`src/rtl/scan_ir_pkg.sv`:
```
package scan_ir_pkg;

  // One-hot positions of the data-register select
  localparam int SEL_BSR = 0;
  localparam int SEL_ID  = 1;
  localparam int SEL_BYP = 2;
  localparam int SEL_BCR = 3;
  localparam int SEL_N   = 4;

  // Action flag positions
  localparam int ACT_HIZ   = 0;
  localparam int ACT_CLAMP = 1;
  localparam int ACT_RUN   = 2;
  localparam int ACT_TOG   = 3;
  localparam int ACT_SELF  = 4;
  localparam int ACT_N     = 5;

  typedef enum logic [1:0] {
    MODE_NORMAL  = 2'b00,
    MODE_TEST    = 2'b01,
    MODE_MODTEST = 2'b10
  } dev_mode_e;

endpackage

```
`src/rtl/ir_shift_stage.sv`:
```
module ir_shift_stage #(
  parameter int             W       = 8,
  parameter logic [W-1:0]   CAP_PAT = 8'b1000_0001
) (
  input  logic         clk,
  input  logic         rst_n,
  input  logic         cap_en,
  input  logic         sh_en,
  input  logic         ser_in,
  output logic [W-1:0] stage_q
);

  logic [W-1:0] stage_d;

  always_comb begin
    stage_d = stage_q;
    if (cap_en) begin
      stage_d = CAP_PAT;
    end else if (sh_en) begin
      stage_d = {ser_in, stage_q[W-1:1]};
    end
  end

  always_ff @(posedge clk or negedge rst_n) begin
    if (!rst_n) begin
      stage_q <= CAP_PAT;
    end else begin
      stage_q <= stage_d;
    end
  end

endmodule

```
`src/rtl/ir_hold_reg.sv`:
```
module ir_hold_reg #(
  parameter int           W      = 8,
  parameter logic [W-1:0] RST_OP = 8'b1000_0001
) (
  input  logic         clk,
  input  logic         rst_n,
  input  logic         tlr,
  input  logic         upd_en,
  input  logic [W-1:0] d,
  output logic [W-1:0] q
);

  logic [W-1:0] q_d;
  logic         q_en;

  // test-logic reset wins over update
  always_comb begin
    q_en = tlr | upd_en;
    q_d  = tlr ? RST_OP : d;
  end

  always_ff @(posedge clk or negedge rst_n) begin
    if (!rst_n) begin
      q <= RST_OP;
    end else if (q_en) begin
      q <= q_d;
    end
  end

endmodule

```
`src/rtl/ir_opcode_decode.sv`:
```
module ir_opcode_decode
  import scan_ir_pkg::*;
#(
  parameter int W = 8
) (
  input  logic [W-1:0]     op,
  output logic [SEL_N-1:0] sel,
  output logic [1:0]       mode,
  output logic [ACT_N-1:0] act
);

  logic      parity_ok;
  logic      upper_clear;
  logic      valid;
  dev_mode_e mode_e;

  // Top bit makes the whole word even parity
  assign parity_ok = ~(^op);

  generate
    if (W > 5) begin : g_upper
      assign upper_clear = (op[W-2:4] == '0);
    end else begin : g_no_upper
      assign upper_clear = 1'b1;
    end
  endgenerate

  assign valid = parity_ok & upper_clear;

  always_comb begin
    sel          = '0;
    sel[SEL_BYP] = 1'b1;
    mode_e       = MODE_NORMAL;
    act          = '0;
    if (valid) begin
      case (op[3:0])
        4'h0: begin sel = '0; sel[SEL_BSR] = 1'b1; mode_e = MODE_TEST; end
        4'h1: begin sel = '0; sel[SEL_ID]  = 1'b1; end
        4'h2: begin sel = '0; sel[SEL_BSR] = 1'b1; end
        4'h6: begin mode_e = MODE_MODTEST; act[ACT_HIZ] = 1'b1; end
        4'h7: begin mode_e = MODE_TEST; act[ACT_CLAMP] = 1'b1; end
        4'h9: begin mode_e = MODE_TEST; act[ACT_RUN] = 1'b1; end
        4'hA: begin sel = '0; sel[SEL_BSR] = 1'b1; end
        4'hB: begin sel = '0; sel[SEL_BSR] = 1'b1; mode_e = MODE_TEST; end
        4'hC: begin sel = '0; sel[SEL_BSR] = 1'b1; act[ACT_SELF] = 1'b1; end
        4'hD: begin mode_e = MODE_TEST; act[ACT_TOG] = 1'b1; end
        4'hE: begin sel = '0; sel[SEL_BCR] = 1'b1; end
        4'hF: begin sel = '0; sel[SEL_BCR] = 1'b1; mode_e = MODE_TEST; end
        default: ; // 3, 4, 5, 8: plain bypass
      endcase
    end
    mode = mode_e;
  end

endmodule

```
`src/rtl/scan_instr_reg.sv`:
```
module scan_instr_reg
  import scan_ir_pkg::*;
#(
  parameter int                IR_W        = 8,
  parameter logic [IR_W-1:0]   CAPTURE_PAT = 8'b1000_0001,
  parameter logic [IR_W-1:0]   RESET_OP    = 8'b1000_0001
) (
  input  logic              tck,
  input  logic              trst_n,
  input  logic              tlr_i,
  input  logic              capture_i,
  input  logic              shift_i,
  input  logic              update_i,
  input  logic              tdi_i,
  output logic              tdo_o,
  output logic [IR_W-1:0]   instr_o,
  output logic [SEL_N-1:0]  dr_sel_o,
  output logic [1:0]        mode_o,
  output logic [ACT_N-1:0]  action_o
);

  logic [IR_W-1:0] stage;

  ir_shift_stage #(.W(IR_W), .CAP_PAT(CAPTURE_PAT)) u_stage (
    .clk     (tck),
    .rst_n   (trst_n),
    .cap_en  (capture_i),
    .sh_en   (shift_i),
    .ser_in  (tdi_i),
    .stage_q (stage)
  );

  assign tdo_o = stage[0];

  ir_hold_reg #(.W(IR_W), .RST_OP(RESET_OP)) u_hold (
    .clk    (tck),
    .rst_n  (trst_n),
    .tlr    (tlr_i),
    .upd_en (update_i),
    .d      (stage),
    .q      (instr_o)
  );

  ir_opcode_decode #(.W(IR_W)) u_dec (
    .op   (instr_o),
    .sel  (dr_sel_o),
    .mode (mode_o),
    .act  (action_o)
  );

endmodule

```
`config.mk`:
```
export PLATFORM = sky130hd
export DESIGN_NAME = scan_instr_reg
export DESIGN_NICKNAME = d
export VERILOG_FILES = /design/src/rtl/scan_ir_pkg.sv /design/src/rtl/ir_shift_stage.sv /design/src/rtl/ir_hold_reg.sv /design/src/rtl/ir_opcode_decode.sv /design/src/rtl/scan_instr_reg.sv
export SDC_FILE = /design/constraint.sdc
export NUM_CORES = 1
export LEC_CHECK = 0
export ABC_AREA = 0
export BUFFER_PORTS_ARGS = -buffer_cell sky130_fd_sc_hd__buf_2
export CAP_MARGIN = 30
export CELL_PAD_IN_SITES_DETAIL_PLACEMENT = 0
export CELL_PAD_IN_SITES_GLOBAL_PLACEMENT = 1
export CORE_ASPECT_RATIO = 1.5
export CORE_MARGIN = 8
export CORE_UTILIZATION = 34
export CTS_CLUSTER_SIZE = 8
export DETAILED_ROUTE_END_ITERATION = 12
export PLACE_DENSITY_LB_ADDON = 0.05
export REMOVE_ABC_BUFFERS = 1
export SKIP_LAST_GASP = 1
export SLEW_MARGIN = 20
export SYNTH_ARGS = -nofsm -noshare
export SYNTH_HDL_FRONTEND = slang
export SYNTH_SLANG_ARGS = --single-unit
```
`constraint.sdc`:
```
create_clock -name tck -period 2.2 [get_ports tck]
set_input_delay 0.66 -clock tck [delete_from_list [all_inputs] [get_ports tck]]
set_output_delay 0.66 -clock tck [all_outputs]
set_load 0.02 [all_outputs]
```
### Yosys cells after proc, flatten, opt, wreduce, memory -nomap -nowiden

Cells that the tools add are included.

* input bits: 7
* register bits: 16
* ROM bits: 0
* bits in latches: 0
* output and inout port bits: 20
* memories: 0
* memory bits (writable): 0

* equality and inequality tests: 11
* reduce and logical (&&, ||, !) cells: 7
* order comparisons: 0
* shifts and indexed selects: 0
* div/mod/pow operators: 0
* multiply operators: 0
* $add $sub $neg: 0
* bitwise operators: 3
* mux-type cells: 13

Operators by type and width (number)
* 4-bit equality test, second input constant: 7
* 8-bit 2-to-1 mux: 3
* 4-bit one-hot mux with 3 select lines: 1
* 4-bit by 3-bit equality test with 1-bit output, second input constant: 2
* 8-bit XOR reduction: 1
* 6-bit OR reduction: 1
* 1-bit 2-to-1 mux: 5
* 5-bit 2-to-1 mux: 1
* 5-bit OR reduction: 1
* 4-bit by 1-bit equality test with 1-bit output, second input constant: 1
* 4-bit by 2-bit equality test with 1-bit output, second input constant: 1
* 4-bit logical NOT: 1
* 4-bit 2-to-1 mux: 1
* 2-bit one-hot mux with 2 select lines: 1
* 3-bit logical NOT: 1
* 2-bit 2-to-1 mux: 1
* 2-bit nonzero test: 1
* 2-bit OR reduction: 1
* 1-bit bitwise AND: 1
* 1-bit NOT: 1
* 1-bit OR: 1

### Longest topological paths before layout

Gate-level depths: netlist of run 1.

* depth after elaboration: 4
* gate-level depth with buffers: 6
* depth with buffers taken out: 5

### Hierarchy

A second synthesis of run 1 with hierarchy kept.

* cells, all modules: 99
* area, all modules: 1004.7 sq um

Modules (own cells, without submodules)
* ir_hold_reg: area each 335.3 sq um, times used 1, cells an instance 26, seq. area each 202.7 sq um
* ir_shift_stage: area each 335.3 sq um, times used 1, cells an instance 26, seq. area each 202.7 sq um
* ir_opcode_decode: area each 334.1 sq um, times used 1, cells an instance 47, seq. area each 0.0 sq um

### Worst setup path after synthesis of run 1

Ideal clock, no wire load.

* path kind: reg2out
* from: register u_hold.q[0]
* to: output action_o[0]
* stages on the path, launching flop included: 7
* slack: -370 ps
* arrival time: 1910 ps
* path through: dfstp_2 > inv_1 > ha_1 > xnor2_1 > xnor2_1 > buf_6 > nor3_1

* word-level cells in the longest chain between the ends: 4
* elaborated cells between the ends (all ways): 6

RTL lines
* start: declaration: line ir_hold_reg.sv:10 `output logic [W-1:0] q`
* start signal: assignment: line ir_hold_reg.sv:26 `q <= q_d;`
* 8-bit XOR reduction: line ir_opcode_decode.sv:18 `assign parity_ok = ~(^op);`
* 1-bit NOT: line ir_opcode_decode.sv:18
* 1-bit bitwise AND: line ir_opcode_decode.sv:28 `assign valid = parity_ok & upper_clear;`
* 5-bit 2-to-1 mux (*): line ir_opcode_decode.sv:35 `if (valid) begin`
* end: declaration: line scan_instr_reg.sv:19 `output logic [ACT_N-1:0] action_o`

Every way passes the cells marked *; elsewhere a longest branch is shown, timed or not.

### Final worst setup path of run 1

* from: register u_hold.q[0]
* to: output dr_sel_o[2]

* word-level cells in the longest chain between the ends: 4
* elaborated cells between the ends (all ways): 15

RTL lines
* 4-bit by 2-bit equality test with 1-bit output, or another cell as far along: line ir_opcode_decode.sv:36 `case (op[3:0])`
* 5-bit OR reduction (no source line), or another cell as far along
* 4-bit one-hot mux with 3 select lines or 1-bit bitwise AND (tied branches): line ir_opcode_decode.sv:36, ir_opcode_decode.sv:28
* 4-bit 2-to-1 mux (*): line ir_opcode_decode.sv:35
* end: declaration: line scan_instr_reg.sv:17 `output logic [SEL_N-1:0] dr_sel_o,`

Marked as above.

==> metrics.txt, run 1 <==
# TYPE chip_impl_metric gauge
chip_impl_info{name="synth.top_cells.by_area",value="dfrtp_1 (31%), mux2i_1 (13%), ha_1 (13%), dfstp_2 (11%), nor3_1 (4.7%)"} 1
chip_impl_info{name="reg2reg_to",value="u_hold.q[0]"} 1
chip_impl_metric{name="report.final.hold_viol_count",unit=""} 0
chip_impl_metric{name="cts.clk_slew.worst_paths",unit="ns"} 0.06
chip_impl_info{name="rr_startpoint",value="u_hold.q[0]"} 1
chip_impl_metric{name="grt_pass1_vias",unit=""} 866
chip_impl_info{name="synth.largest_area_cell",value="dfrtp_1"} 1
chip_impl_metric{name="postRouteAntennaNets",unit=""} 0
chip_impl_info{name="yosys_most_used_dff",value="dfrtp_1"} 1
chip_impl_metric{name="worst-r2r-cell-count",unit=""} 3
chip_impl_metric{name="synth.yosys.seq_area_share",unit=""} 0.419
chip_impl_metric{name="met1_length",unit="um"} 799
chip_impl_metric{name="layout_setup_ws",unit="ns"} -0.276
chip_impl_metric{name="worstMarginPinSlew",unit="ns"} 0.582
chip_impl_metric{name="clock_tree.buffer_depth",unit=""} 2
chip_impl_metric{name="yosysWarningCount",unit=""} 0
chip_impl_metric{name="p_per_area",unit="nW/um^2"} 480
chip_impl_metric{name="post_route_drc_violation_count",unit=""} 0
chip_impl_info{name="status",value="finished with violations"} 1
chip_impl_metric{name="cts-hold-fix-buffers",unit=""} 0
chip_impl_metric{name="area_of_the_die",unit="sq um"} 4840
chip_impl_info{name="critPathLaunch",value="u_hold.q[0]"} 1
chip_impl_metric{name="globalplace.congestion",unit=""} 0.776
chip_impl_metric{name="core.rowCount",unit=""} 23
chip_impl_metric{name="grt_util_all_layers",unit=""} 0.0991
chip_impl_metric{name="antenna_violations_before_repair",unit=""} 0
chip_impl_metric{name="layout_worst_path_cycle_share",unit=""} 1.13
chip_impl_metric{name="overflow",unit=""} 0
chip_impl_metric{name="cp_data_required_time",unit="ns"} 1.54
chip_impl_info{name="holdCritPathClass",value="in2async"} 1
chip_impl_metric{name="synth_cells",unit=""} 98
chip_impl_info{name="worst_setup_path_endpoint",value="dr_sel_o[2]"} 1
chip_impl_metric{name="place.detailed.instances",unit=""} 171
chip_impl_metric{name="clock_tree.htree_level_count",unit=""} 1
chip_impl_metric{name="regToRegSetupSlack",unit="ns"} 1.25
chip_impl_metric{name="route.met2.wl",unit="mm"} 1.24
chip_impl_metric{name="fin_area",unit="sq um"} 1470
chip_impl_metric{name="start_util",unit=""} 0.358
chip_impl_info{name="synth_most_common_cell",value="mux2i_1"} 1
chip_impl_metric{name="pin_count",unit=""} 27
chip_impl_metric{name="power",unit="uW"} 704
chip_impl_info{name="crit_path_class",value="reg2out"} 1
chip_impl_metric{name="num_vias",unit=""} 800
chip_impl_metric{name="postSynthRegisterBits",unit=""} 16
chip_impl_info{name="grt_setup_unrepaired",value="true"} 1
chip_impl_metric{name="drive_above_1_share",unit=""} 0.500
chip_impl_metric{name="post-route-min-period",unit="ns"} 2.48
chip_impl_info{name="cts.root.buffer_cell",value="clkbuf_8"} 1
chip_impl_metric{name="final-setup-viol-count",unit=""} 11
chip_impl_metric{name="wire_length_of_the_first_global_routing_pass",unit="mm"} 3.66
chip_impl_info{name="setup.worst_path.end_class",value="output port"} 1
chip_impl_metric{name="synthesis.area",unit="sq um"} 967
chip_impl_metric{name="multiInputGateArea",unit="sq um"} 663
chip_impl_metric{name="path_max_fanout",unit=""} 5
chip_impl_metric{name="routed_wire_length_per_instance",unit="um"} 12.4
chip_impl_metric{name="max_slew_violation_count",unit=""} 0
chip_impl_metric{name="filler_cell_count",unit=""} 272
chip_impl_metric{name="design.core.area",unit="sq um"} 2710
chip_impl_metric{name="final-instance-count-excl-fill",unit=""} 175
chip_impl_metric{name="fin_worst_skew",unit="ns"} 0.00581
chip_impl_metric{name="layout-area-overhead-vs-synth",unit="%"} 51.7
chip_impl_metric{name="ff_latch_area",unit="sq um"} 405
chip_impl_metric{name="tns",unit="ns"} -2.74
chip_impl_metric{name="first_iter_violations",unit=""} 21
chip_impl_metric{name="die_w",unit="um"} 59.5
chip_impl_metric{name="routed_wl",unit="mm"} 2.18
chip_impl_metric{name="per_instance_average_area_after_synthesis",unit="sq um"} 9.87
chip_impl_metric{name="max-vdd-ir-drop",unit="mV"} 0.433
chip_impl_metric{name="per_cell_via_count_in_the_routed_design",unit=""} 4.57
chip_impl_info{name="top_signal_layer_used",value="met4"} 1
chip_impl_metric{name="num-nets-final",unit=""} 156
chip_impl_metric{name="insertion_delay",unit="ns"} 0.25
chip_impl_info{name="synth_top_cells_by_count",value="mux2i_1 (13), dfrtp_1 (12), nor2_1 (12), ha_1 (10), nand2_1 (10)"} 1
chip_impl_metric{name="grt_max_degree",unit=""} 17
chip_impl_info{name="failed_checks",value="negative setup slack"} 1
chip_impl_metric{name="detailroute.wirelength.met3",unit="um"} 115
chip_impl_metric{name="cts-buffers-inserted",unit=""} 3
chip_impl_metric{name="die_h",unit="um"} 81.3
chip_impl_metric{name="buffer_ports.inserted",unit=""} 26
chip_impl_metric{name="drtPass1Iterations",unit=""} 3
chip_impl_metric{name="dpl.hpwl",unit="mm"} 1.82
chip_impl_metric{name="total_setup_buffers_inserted_after_cts",unit=""} 0
chip_impl_metric{name="synth_enable_flop_cells",unit=""} 0
chip_impl_metric{name="critical_path_arrival",unit="ns"} 1.82
chip_impl_info{name="clock_tree_from_tritoncts",value="built"} 1
chip_impl_metric{name="synth_top_cell_area_share",unit=""} 0.310
chip_impl_metric{name="max_freq",unit="MHz"} 404
chip_impl_metric{name="max_cap_violations",unit=""} 0
chip_impl_metric{name="cell_area_placed",unit="sq um"} 1230
chip_impl_metric{name="synth_cell_types",unit=""} 23
chip_impl_metric{name="clock-sinks",unit=""} 16
chip_impl_metric{name="max-slew-margin-rel",unit=""} 0.612
chip_impl_metric{name="insertedDiodeCount",unit=""} 0
chip_impl_info{name="cp_startpoint_kind",value="flip-flop"} 1
chip_impl_metric{name="synth_async_sr_flop_share",unit=""} 1.00
chip_impl_metric{name="leakage",unit="uW"} 0.000717
-- report_power, final --
part | total (uW) | leakage (uW) | switching [uW] | internal (uW)
clock network | 221 | 0.0000228 | 93.4 | 128
registers | 315 | 0.000208 | 7.74 | 307
logic | 168 | 0.000486 | 88.2 | 79.8
total | 704 | 0.000717 | 189 | 515
-- cell type report --
cell class | count | area share
Multi-Input combinational cell | 70 | 0.452
Sequential cell | 16 | 0.276
Timing Repair Buffer | 41 | 0.192
Tap cell | 37 | 0.0315
Clock buffer | 4 | 0.0307
Inverter | 7 | 0.0179
-- metrics by stage --
stage / setup slack [ns] / hold slack [ns] / utilization
finish: -0.276 / 0.315 / 0.543
global route: -0.336 / 0.344 / 0.543
CTS: -0.328 / 0.324 / 0.516
detailed placement: -0.299 / 0.513 / 0.454
global placement: -0.286 / 0.499 / 0.454
floorplan: -0.403 / 0.364 / -
-- cells by family after synthesis --
group	share of synthesized area
AOI/OAI and AO/OA	0.0750
xor gates and xnor gates	0.0272
adders and majority gates	0.129
buffers and inverters	0.0569
DFF	0.419
muxes	0.135
and+or+nand+nor	0.158
-- worst min-delay path by stage --
stage	end	slack (ns)	depth (start not counted)
after detailed placement	u_stage.stage_q[0]	0.51	1
after floorplan	u_hold.q[1]	0.36	0
after global routing	u_stage.stage_q[3]	0.34	1
after global placement	u_hold.q[0]	0.50	2
after CTS	u_stage.stage_q[3]	0.32	1
final	u_stage.stage_q[3]	0.32	1
-- flip-flops by register name, indices dropped and copies added (netlist names) --
register / flops
u_hold.q: 8
u_stage.stage_q: 8
-- cells in the final DEF (no fill, tap or decap), types with 3 or more instances in the layout --
cell type  netlist  routed
buf_6            1       3
clkbuf_8         0       3
dfstp_2          4       4
buf_4            0      23
nor3_2           0       9
dfrtp_1         12      12
nand2_1         10      10
nor2_1          12      12
mux2i_1         13      13
inv_1            7       5
buf_2            2      15
ha_4             0       4
ha_1            10       6
-- layer usage --
layer	GRT usage	vias to the layer above
met1	0.0803	373
met3	0.0253	2
met4	0.0576	0
li1	-	408
met2	0.201	17
met5	0	-
-- critical path: stages, from the launching register on --
cell and delay, ns:
dfstp_2 0.53, inv_2 0.05, ha_4 0.23, xnor2_4 0.14
xnor2_4 0.16, a311o_2 0.33, buf_6 0.13
-- what timing repair did --
action | CTS | global route
pin swaps | 11 | 1
endpoints found under the setup margin | 11 | 11
gates resized for setup | 28 | 10
(Power assumes the default switching activity.)
==> run 2, diff against run 1 <==
CORE_UTILIZATION = 38   (was 34)
clock period = 2.5 ns   (was 2.2 ns; I/O delays follow)
==> metrics.txt, run 2 (synthesized netlist as in run 1, its figures left out) <==
# TYPE chip_impl_metric gauge
chip_impl_info{name="status",value="finished with violations"} 1
chip_impl_info{name="failed_checks",value="negative setup slack"} 1
chip_impl_metric{name="fin_area",unit="sq um"} 1370
chip_impl_info{name="worst_path_dominant_cell_family",value="flip-flops"} 1
chip_impl_info{name="mostFrequentLayoutCells",value="buf_4 (18), buf_2 (15), mux2i_1 (13)"} 1
chip_impl_metric{name="layout-area-overhead-vs-synth",unit="%"} 41.9
chip_impl_metric{name="leakage",unit="uW"} 0.000682
chip_impl_metric{name="dp_worst_setup_slack",unit="ns"} -0.0291
chip_impl_info{name="cp_startpoint_kind",value="flip-flop"} 1
chip_impl_metric{name="fin_worst_skew",unit="ns"} 0.00343
chip_impl_metric{name="num_vias",unit=""} 786
chip_impl_metric{name="path_max_fanout",unit=""} 4
chip_impl_metric{name="pin_count",unit=""} 27
chip_impl_info{name="setup.worst_path.end_class",value="output port"} 1
chip_impl_metric{name="final-setup-viol-count",unit=""} 11
chip_impl_info{name="holdCritPathClass",value="in2async"} 1
chip_impl_info{name="biggestRegsByFlops",value="u_hold.q x8, u_stage.stage_q x8"} 1
chip_impl_metric{name="buffer_ports.inserted",unit=""} 26
chip_impl_metric{name="max_freq",unit="MHz"} 380
chip_impl_metric{name="critical_path.max_stage_delay",unit="ns"} 0.55
chip_impl_metric{name="drtPass1Iterations",unit=""} 4
chip_impl_metric{name="globalplace.congestion",unit=""} 0.793
chip_impl_metric{name="dpl.hpwl",unit="mm"} 1.73
chip_impl_metric{name="max-slew-margin-rel",unit=""} 0.771
chip_impl_metric{name="cell_area_placed",unit="sq um"} 1170
chip_impl_metric{name="p_per_area",unit="nW/um^2"} 422
chip_impl_info{name="reg2reg_to",value="u_hold.q[0]"} 1
chip_impl_metric{name="filler_cell_count",unit=""} 228
chip_impl_metric{name="start_util",unit=""} 0.399
chip_impl_metric{name="die_h",unit="um"} 77.8
chip_impl_info{name="clock_tree_from_tritoncts",value="built"} 1
chip_impl_info{name="grt_setup_unrepaired",value="true"} 1
chip_impl_metric{name="first_iter_violations",unit=""} 14
chip_impl_metric{name="worst-r2r-cell-count",unit=""} 3
chip_impl_metric{name="cp_num_cells",unit=""} 6
chip_impl_metric{name="antenna_violations_before_repair",unit=""} 0
chip_impl_info{name="cpMostUsedCell",value="xnor2_4"} 1
chip_impl_metric{name="max_cap_violations",unit=""} 0
chip_impl_metric{name="post_route_drc_violation_count",unit=""} 0
chip_impl_info{name="crit_path_class",value="reg2out"} 1
chip_impl_metric{name="cts.clk_slew.worst_paths",unit="ns"} 0.09
chip_impl_metric{name="per_cell_via_count_in_the_routed_design",unit=""} 5.01
chip_impl_metric{name="area_of_the_die",unit="sq um"} 4450
chip_impl_metric{name="cts-buffers-inserted",unit=""} 3
chip_impl_metric{name="grt_max_degree",unit=""} 17
chip_impl_metric{name="grt_util_all_layers",unit=""} 0.0991
chip_impl_metric{name="num-nets-final",unit=""} 151
chip_impl_metric{name="design.core.area",unit="sq um"} 2420
chip_impl_metric{name="layout_worst_path_cycle_share",unit=""} 1.05
chip_impl_metric{name="die_w",unit="um"} 57.2
chip_impl_metric{name="report.final.hold_viol_count",unit=""} 0
chip_impl_metric{name="cp_data_required_time",unit="ns"} 1.75
chip_impl_metric{name="postRouteAntennaNets",unit=""} 0
chip_impl_metric{name="core.rowCount",unit=""} 22
chip_impl_metric{name="clock-sinks",unit=""} 16
chip_impl_metric{name="insertion_delay",unit="ns"} 0.27
chip_impl_metric{name="post-route-min-period",unit="ns"} 2.63
chip_impl_info{name="layout_commonest_cell",value="buf_4"} 1
chip_impl_info{name="cell_type_of_the_slowest_stage_on_the_worst_timing_path",value="dfstp_2"} 1
chip_impl_metric{name="layout_setup_ws",unit="ns"} -0.130
chip_impl_metric{name="grt_pass1_vias",unit=""} 832
chip_impl_metric{name="regToRegSetupSlack",unit="ns"} 1.53
chip_impl_info{name="rr_startpoint",value="u_hold.q[0]"} 1
chip_impl_metric{name="clock_tree.htree_level_count",unit=""} 1
chip_impl_metric{name="routed_wl",unit="mm"} 2.15
chip_impl_metric{name="wire_length_of_the_first_global_routing_pass",unit="mm"} 3.73
chip_impl_info{name="cts.root.buffer_cell",value="clkbuf_4"} 1
chip_impl_metric{name="worstMarginPinSlew",unit="ns"} 0.343
chip_impl_metric{name="insertedDiodeCount",unit=""} 0
chip_impl_metric{name="overflow",unit=""} 0
chip_impl_metric{name="cp_num_buf_inv",unit=""} 2
chip_impl_metric{name="critical_path_arrival",unit="ns"} 1.88
chip_impl_info{name="crit_path_cell_trace",value="inv_2, ha_4, xnor2_4, xnor2_4, a311o_2, buf_6"} 1
chip_impl_metric{name="routed_wire_length_per_instance",unit="um"} 13.7
chip_impl_metric{name="max-vdd-ir-drop",unit="mV"} 0.356
chip_impl_metric{name="clock_tree.buffer_depth",unit=""} 2
chip_impl_metric{name="max_slew_violation_count",unit=""} 0
chip_impl_metric{name="drive_above_1_share",unit=""} 0.466
run 2: cell types whose count changed in the layout (fill, tap and decap cells not counted), sizes merged:
cell / previous run / this run
buf: 41 / 36
run 2: through the flow:
stage          setup TNS (ns)  power, uW  hold slack, ns   util  instances
2_1_floorplan           -2.04        341           0.454      -         93
3_3_place_gp           -0.197        390           0.502  0.481        152
3_5_place_dp           -0.222        391           0.517  0.481        152
4_1_cts                 -1.52        582           0.371  0.550        157
5_1_grt                 -1.94        611           0.389  0.567        157
6_report                -1.08        579           0.365  0.567        157
run 2: worst max path at each step:
stage,endpoint,startpoint
floorplan,dr_sel_o[2],u_hold.q[0]
finish,dr_sel_o[2],u_hold.q[0]
CTS,action_o[1],u_hold.q[0]
global placement,dr_sel_o[0],u_hold.q[0]
global route,dr_sel_o[3],u_hold.q[0]
detailed placement,mode_o[1],u_hold.q[0]
run 2: final cells by class:
| cell class | count | area, sq um | area share |
|---|---|---|---|
| timing repair buffer | 36 | 244 | 0.178 |
| tap | 24 | 30.0 | 0.0219 |
| sequential | 16 | 405 | 0.295 |
| multi-input combinational | 70 | 631 | 0.459 |
| clock buffer | 4 | 36.3 | 0.0264 |
| inverter | 7 | 26.3 | 0.0191 |
run 2: routing by layer:
| layer | track usage | part of all wire | routed length [um] |
|---|---|---|---|
| met1 | 0.0894 | 0.34 | 729 |
| met2 | 0.199 | 0.61 | 1310 |
| met3 | 0.0228 | 0.044 | 94 |
| met4 | 0.0354 | 0.0088 | 19 |
| met5 | 0 | 0 | 0 |
run 2: where the power goes:
| part | switching (uW) | internal, uW |
|---|---|---|
| clock | 72.1 | 88.4 |
| combinational | 77.9 | 64.1 |
| sequential | 7.08 | 270 |
| total | 157 | 422 |
run 2: repair_timing:
item	4_1_cts	5_1_grt
hold buffers	0	0
setup endpoints to repair	11	11
pin swaps	11	3
buffers inserted	1	0
resized for setup	27	8
